[config.mk]
export PLATFORM = sky130hd
export DESIGN_NAME = orderwire_capture
export DESIGN_NICKNAME = d
export VERILOG_FILES = /design/src/rtl/orderwire_pkg.sv /design/src/rtl/ow_ctrl.sv /design/src/rtl/ow_bit_counter.sv /design/src/rtl/ow_shift_acc.sv /design/src/rtl/ow_out_stage.sv /design/src/rtl/orderwire_capture.sv
export SDC_FILE = /design/constraint.sdc
export NUM_CORES = 1
export LEC_CHECK = 0
export ABC_AREA = 0
export BUFFER_PORTS_ARGS = -buffer_cell sky130_fd_sc_hd__buf_4
export CORE_MARGIN = 2
export CORE_UTILIZATION = 45
export CTS_CLUSTER_DIAMETER = 50
export DETAILED_ROUTE_END_ITERATION = 10
export GPL_ROUTABILITY_DRIVEN = 0
export GPL_TIMING_DRIVEN = 1
export PLACE_DENSITY = 0.7
export SLEW_MARGIN = 20
export SYNTH_ARGS = -nofsm -noshare
export SYNTH_HDL_FRONTEND = slang
export SYNTH_SLANG_ARGS = --single-unit
[constraint.sdc]
create_clock -name clk -period 3.9 [get_ports clk]
set_input_delay 0.39 -clock clk [delete_from_list [all_inputs] [get_ports clk]]
set_output_delay 0.39 -clock clk [all_outputs]
set_load 0.1 [all_outputs]
[src/rtl/orderwire_pkg.sv]
package orderwire_pkg;

  // bit counter type; sized for word lengths below 255 bits
  typedef logic [7:0] ow_cnt_t;

  // advance the bit count, holding at cap so long bursts stay distinguishable
  function automatic ow_cnt_t next_count(ow_cnt_t cur, ow_cnt_t cap);
    return (cur >= cap) ? cap : cur + ow_cnt_t'(1);
  endfunction

  // a closing burst is good only when it carried exactly the word length
  function automatic logic burst_complete(ow_cnt_t cur, ow_cnt_t total);
    return cur == total;
  endfunction

endpackage

[src/rtl/ow_ctrl.sv]
module ow_ctrl (
  input  logic clk,
  input  logic rst_n,
  input  logic vld,
  input  logic fp,
  output logic active,
  output logic ev_start,
  output logic ev_cont,
  output logic ev_end
);

  assign ev_start = vld & fp;
  assign ev_cont  = active & vld & ~fp;
  assign ev_end   = active & ~vld;

  always_ff @(posedge clk or negedge rst_n) begin
    if (!rst_n)        active <= 1'b0;
    else if (ev_start) active <= 1'b1;
    else if (ev_end)   active <= 1'b0;
  end

endmodule

[src/rtl/ow_bit_counter.sv]
module ow_bit_counter
  import orderwire_pkg::*;
#(
  parameter int TOTAL_BITS = 24
) (
  input  logic    clk,
  input  logic    rst_n,
  input  logic    ev_start,
  input  logic    ev_cont,
  output ow_cnt_t cnt
);

  localparam ow_cnt_t CAP = ow_cnt_t'(TOTAL_BITS + 1);

  always_ff @(posedge clk or negedge rst_n) begin
    if (!rst_n)        cnt <= '0;
    else if (ev_start) cnt <= ow_cnt_t'(1);
    else if (ev_cont)  cnt <= next_count(cnt, CAP);
  end

endmodule

[src/rtl/ow_shift_acc.sv]
module ow_shift_acc #(
  parameter int TOTAL_BITS = 24
) (
  input  logic                  clk,
  input  logic                  rst_n,
  input  logic                  shift_en,
  input  logic                  bit_in,
  output logic [TOTAL_BITS-1:0] acc
);

  always_ff @(posedge clk or negedge rst_n) begin
    if (!rst_n)        acc <= '0;
    else if (shift_en) acc <= {acc[TOTAL_BITS-2:0], bit_in};
  end

endmodule

[src/rtl/ow_out_stage.sv]
module ow_out_stage #(
  parameter int BYTE_W    = 8,
  parameter int NUM_BYTES = 3,
  localparam int TOTAL_BITS = BYTE_W * NUM_BYTES
) (
  input  logic                  clk,
  input  logic                  rst_n,
  input  logic                  load,
  input  logic                  flag_err,
  input  logic [TOTAL_BITS-1:0] acc,
  output logic [TOTAL_BITS-1:0] word,
  output logic                  ready,
  output logic                  len_err
);

  for (genvar g = 0; g < NUM_BYTES; g++) begin : g_lane
    logic [BYTE_W-1:0] lane_q;
    always_ff @(posedge clk or negedge rst_n) begin
      if (!rst_n)    lane_q <= '0;
      else if (load) lane_q <= acc[g*BYTE_W +: BYTE_W];
    end
    assign word[g*BYTE_W +: BYTE_W] = lane_q;
  end

  always_ff @(posedge clk or negedge rst_n) begin
    if (!rst_n) begin
      ready   <= 1'b0;
      len_err <= 1'b0;
    end else begin
      ready <= load;
      if (flag_err) len_err <= 1'b1;
    end
  end

endmodule

[src/rtl/orderwire_capture.sv]
module orderwire_capture
  import orderwire_pkg::*;
#(
  parameter int BYTE_W    = 8,
  parameter int NUM_BYTES = 3,
  localparam int TOTAL_BITS = BYTE_W * NUM_BYTES
) (
  input  logic                  clk,
  input  logic                  rst_n,
  input  logic                  ow_bit,
  input  logic                  ow_vld,
  input  logic                  ow_fp,
  output logic [TOTAL_BITS-1:0] ow_word,
  output logic                  ow_ready,
  output logic                  ow_len_err
);

  // named internal events, visible to the bound checker
  logic                  active;
  logic                  ev_start;
  logic                  ev_cont;
  logic                  ev_end;
  logic                  ev_restart;
  logic                  ev_good;
  logic                  ev_bad;
  ow_cnt_t               cnt;
  logic [TOTAL_BITS-1:0] acc;

  ow_ctrl u_ctrl (
    .clk     (clk),
    .rst_n   (rst_n),
    .vld     (ow_vld),
    .fp      (ow_fp),
    .active  (active),
    .ev_start(ev_start),
    .ev_cont (ev_cont),
    .ev_end  (ev_end)
  );

  ow_bit_counter #(.TOTAL_BITS(TOTAL_BITS)) u_cnt (
    .clk     (clk),
    .rst_n   (rst_n),
    .ev_start(ev_start),
    .ev_cont (ev_cont),
    .cnt     (cnt)
  );

  ow_shift_acc #(.TOTAL_BITS(TOTAL_BITS)) u_acc (
    .clk     (clk),
    .rst_n   (rst_n),
    .shift_en(ev_start | ev_cont),
    .bit_in  (ow_bit),
    .acc     (acc)
  );

  assign ev_restart = active & ev_start;
  assign ev_good    = ev_end & burst_complete(cnt, ow_cnt_t'(TOTAL_BITS));
  assign ev_bad     = ev_end & ~burst_complete(cnt, ow_cnt_t'(TOTAL_BITS));

  ow_out_stage #(.BYTE_W(BYTE_W), .NUM_BYTES(NUM_BYTES)) u_out (
    .clk     (clk),
    .rst_n   (rst_n),
    .load    (ev_good),
    .flag_err(ev_bad | ev_restart),
    .acc     (acc),
    .word    (ow_word),
    .ready   (ow_ready),
    .len_err (ow_len_err)
  );

endmodule

# After elaboration in Yosys (flattened, before gate mapping)

Cells that the tools add are included.

Register bits: 59
Input port bits: 5
Output and inout bits: 26
Word-level logic and storage cells: 30

$add $sub $neg: 1
Magnitude comparators: 1
Equality and inequality tests: 1
Multiplexer cells: 5
Bitwise operators: 12
Reductions and logical operators: 2

Operators with widths:

| kind                                                                   | number |
|---|---|
| 8-bit 2-to-1 mux                                                       | 3 |
| 8-bit by 1-bit adder with 8-bit output (second input constant)         | 1 |
| 8-bit by 5-bit equality test with 1-bit output (second input constant) | 1 |
| 8-bit by 5-bit >= comparator with 1-bit output (second input constant) | 1 |
| 1-bit AND                                                              | 7 |
| 2-bit nonzero test                                                     | 2 |
| 1-bit inverter                                                         | 3 |
| 1-bit 2-to-1 mux                                                       | 2 |
| 1-bit OR                                                               | 2 |

# Longest topological paths before layout

Depth in word-level cells: 4
Mapped depth: 7

# Modules after synthesis

A second synthesis with hierarchy kept.

Cell total of the unflattened synthesis: 163
Area, all modules: 2,610.0 µm²

By module, submodules not included:

| module            | instances | cells an instance | area an instance (µm²) | seq. area each (µm²) |
|---|---|---|---|---|
| ow_out_stage      | 1         | 54                | 1,053.5                | 650.6 |
| ow_shift_acc      | 1         | 51                | 997.2                  | 600.6 |
| ow_bit_counter    | 1         | 47                | 452.9                  | 200.2 |
| ow_ctrl           | 1         | 5                 | 55.1                   | 25.0 |
| orderwire_capture | 1         | 6                 | 51.3                   | 0.0 |

# Worst setup path after synthesis

OpenSTA, ideal clock, no wires.

Kind: register to register
Start: reg u_cnt.cnt[0]
End: reg u_cnt.cnt[3]
Setup time: 0.121 ns
Arrival: 1.656 ns
Path slack: 2.123 ns
Cell stages (with the launch flop): 6
Period minus slack after synthesis: 1.777 ns
Cell sequence: dfrtp_1 > ha_1 > or3b_2 > a31oi_1 > o21ai_0 > a22o_1

Word-level cells in the longest chain between the ends: 4

RTL lines:

| what                                                                                                     | RTL line             | RTL |
|---|---|---|
| start, declared                                                                                          | ow_bit_counter.sv:10 | `output ow_cnt_t cnt` |
| start signal, assigned                                                                                   | ow_bit_counter.sv:17 | `else if (ev_start) cnt <= ow_cnt_t'(1);` |
| start signal, assigned                                                                                   | ow_bit_counter.sv:18 | `else if (ev_cont) cnt <= next_count(cnt, CAP);` |
| 8-bit by 1-bit adder with 8-bit output or 8-bit by 5-bit >= comparator with 1-bit output (tied branches) | orderwire_pkg.sv:8   | `return (cur >= cap) ? cap : cur + ow_cnt_t'(1);` |
| 8-bit 2-to-1 mux *                                                                                       | orderwire_pkg.sv:8   |  |
| 8-bit 2-to-1 mux *                                                                                       | ow_bit_counter.sv:18 |  |
| 8-bit 2-to-1 mux *                                                                                       | ow_bit_counter.sv:17 |  |

Mark *: on every way between the ends. The rest lies on a longest branch, timed or not. The select of a mux whose other input is x is not followed.
A chain may end at the register's enable or synchronous reset.

# Worst setup path after layout

Start: reg u_ctrl.active
End: reg u_acc.acc[14]

Word-level cells in the longest chain between the ends: 3

RTL lines:

| what                   | RTL line                | RTL |
|---|---|---|
| start, declared        | ow_ctrl.sv:6            | `output logic active,` |
| start signal, assigned | ow_ctrl.sv:17           | `if (!rst_n) active <= 1'b0;` |
| start signal, assigned | ow_ctrl.sv:18           | `else if (ev_start) active <= 1'b1;` |
| start signal, assigned | ow_ctrl.sv:19           | `else if (ev_end) active <= 1'b0;` |
| 1-bit AND (2 in a row) | ow_ctrl.sv:13           | `assign ev_cont = active & vld & ~fp;` |
| 1-bit OR               | orderwire_capture.sv:51 | `.shift_en(ev_start \| ev_cont),` |
| end signal, assigned   | ow_shift_acc.sv:13      | `else if (shift_en) acc <= {acc[TOTAL_BITS-2:0], bit_in};` |
| end, declared          | ow_shift_acc.sv:8       | `output logic [TOTAL_BITS-1:0] acc` |

No other way between the ends.

==> implementation parameters <==
Parameter                              Value

Run status
  Outcome    complete, no violations

Floorplan
  Effective utilization at floorplan    46.9%
  Width of the die    77.2 µm
  Die Outline Area    5960 µm²
  I/O pin cnt    31
  Core Footprint    5140 µm²
  Placement row count    26
  Height of the die    77.2 µm

STA
  Final worst path period need    1.99 ns
  Post-Route Skew    0.00569 ns
  Final critical-path share of the clock period    50.9%
  Final setup violation count    0
  Total Negative Setup Slacks    0 ns
  Worst hold margin    0.106 ns
  Max-slew violation count    0
  Worst relative slew slack    52.5%
  Highest clock rate    504 MHz
  Actual slew at the worst max-slew pin    0.713 ns
  RSZ-0062 raised after global routing    false
  Fin. Hold Viols    0

Synthesis
  Largest family of logic cells by synthesized area    simple AND/OR/NAND/NOR gates
  Post-Synth XOR/XNOR Area    0%
  Post-Syn Area per Cell    11.9 µm²
  Top-count cell post-synth    nand2_1
  Total of flip-flops plus latches after synthesis    59
  Async SR Flop Fraction    100%
  Cell types with the highest counts after synthesis    nand2_1, dfrtp_1, mux2_4, inv_1
  Post-synth top area share    61.2%
  Arithmetic-cell share of the synthesized area counting full adders, half adders and majority gates    1.56%
  Number of warnings printed during yosys synthesis    0
  Top cell type by total area after synthesis    dfrtp_1
  Compound-Gate Fraction of Synth Area    3.43%
  Register area share after synthesis    61.2%
  Post-synthesis instance area    2410 µm²
  Dominant cells by area after synthesis    dfrtp_1, mux2_4, nand2_1
  Post-Syn Nets    210
  Number of different library cells in the post-synthesis netlist    26
  Number of synthesized flops with an enable pin    0
  Most common flop cell mapped by yosys    dfrtp_1
  Cell count after synthesis    202
  Area share of and/or/nand/nor cells after synthesis    16.4%
  Post-synthesis mux area share    14.6%

Routing
  DRC violations left    0
  Initial DRC count    164
  Via count    1,531
  Vias per inst    4.91
  Post-route ant nets    0
  Detail-routed net length per standard cell    13.0 µm
  WL final    4050 µm
  Detailed-router iteration count before antenna repair    4

CTS
  Post_cts resized    0
  Total CTS buffers    9
  Number of buffers between clock root and the deepest sink    2
  Clock tree from TritonCTS    yes
  Setup fix buffers added after clock tree synthesis    0
  Number of levels in the clock H-tree    3
  Clk sink count    59
  Clock insertion delay at the later pin of the skew report    0.33 ns
  Hold-fix buffers at CTS    0
  Clock edge transition at the registers on the reported setup and hold paths    0.06 ns
  Cell at the root of the clock tree    clkbuf_8

Pwr
  Maximum vdd ir drop    0.271 mV
  Int Power    1060 µW
  Combinational fraction of design power    7.1%
  Pwr dens    484 nW/µm²
  Clock network power share    41.5%
  Sw Pwr    351 µW
  Switching fraction of total power    24.9%
  Pwr Total    1410 µW
  Static Leak    0.00162 µW
  Sequential share of power    51.4%

Critical path
  Most common cell type on the critical path    nand2_1
  Startpoint kind of the worst setup timing path    flop
  Critical path required time    4.11 ns
  Critical Path Fanout Max    29
  Worst reg-to-reg setup slack    1.91 ns
  Cell-by-cell listing of the critical path    o21ai_2, buf_4, clkinv_1, nand2_1, nand2_1
  Critical path endpoint category    flop
  Arrival time of the worst setup path    2.20 ns
  Standard cell with the maximum stage delay on the critical path    clkinv_1
  Delay of the slowest cell on the worst path    0.62 ns
  Path type of the worst setup path    flop to flop

Cells and area
  Area added between synthesis and finish    20.6%
  Final layout net count    245
  Share of layout cells above drive strength 1    31.4%
  Utilization after layout    56.5%
  Number of filler cells placed in the layout    452
  Diode insertion count for antenna repair    0
  Final Non-Filler Cells    312

Hold path
  Worst hold-check path type    primary input to async pin

Placement
  Sum of net half-perimeters after detailed placement    2470 µm
  Inst Count DP    296
  Number of buffers inserted by port buffering    30

Flow run
  Max-Cap Viols    0

GRT
  Overall fraction of global-route tracks in use    15.7%
  Sum of overflow across all layers after global routing    0
  Antenna violations before repair    0
  Vias in the first global route    1,496
  Largest net degree at the start of global routing    60
  First-pass GRT wire length    7230 µm
[flip-flops by register name, summed over array words and instances (netlist names)]
signal,cells
u_cnt.cnt,8
u_out.ready,1
u_out.len_err,1
u_ctrl.active,1
u_acc.acc,24
u_out.g_lane.lane_q,24
[final timing paths]
check / from / to / depth (start not counted)
min: rst_n / u_cnt.cnt[5] / 1
min reg2reg: u_acc.acc[23] / u_acc.acc[23] / 2
max: u_ctrl.active / u_acc.acc[14] / 5
max in group asynchronous: rst_n / u_acc.acc[2] / 1
max reg2reg: u_ctrl.active / u_acc.acc[14] / 5
min in group clk: ow_bit / u_acc.acc[0] / 3
[stage by stage]
stage	setup WS, ns	area [µm²]
floorplan	2.12	2410
global placement	1.90	2690
detailed placement	1.82	2690
CTS	1.87	2910
global route	1.63	2910
finish	1.91	2910
[power groups by stage]
stage                     sequential [µW]  clock [µW]  combinational (µW)
after floorplan                       719           0                71.6
after CTS                             724         595                 103
final                                 723         583                99.5
after detailed placement              734           0                 103
after global routing                  734         620                 121
after global placement                734           0                97.9
[worst max-delay path, delay by kind of cell (launching register included)]
family	cells	cell delay, ns
AND/OR/NAND/NOR	2	0.34
flip-flops	1	0.47
buffers and inverters	2	0.92
AO/OA/AOI/OAI	1	0.14
[cell type report]
type                            count  area, µm²  share of cell area, %
Multi-Input combinational cell    129        871                   30.0
Clock inverter                      4       47.5                   1.64
Inverter                            7       26.3                  0.904
Tap cell                           70       87.6                   3.01
Sequential cell                    59       1480                   50.8
Clock buffer                       12        165                   5.68
Timing Repair Buffer               31        233                   8.01
[placed cells by master (no fill, tap or decap), drive strengths merged, types with 5 or more instances in the layout]
cell	count
buf	31
clkbuf	12
dfrtp	59
inv	6
mux2	24
nand2	76
o21ai	5
[per-layer routing]
metal | GRT usage [%] | up-vias | wire length [µm]
met5 | 0 | - | 0
met4 | 9.11 | 0 | 97
met3 | 3.65 | 9 | 145
met2 | 21.6 | 31 | 1790
met1 | 22.6 | 760 | 2020
li1 | - | 731 | -
[kinds of logic after synthesis]
kind of cell	Yosys count
simple gates	89
buf+inv	14
mux	25
fa+ha+maj	3
flops	59
compound gates	12
Note: power is estimated with default switching activity, not from simulation.
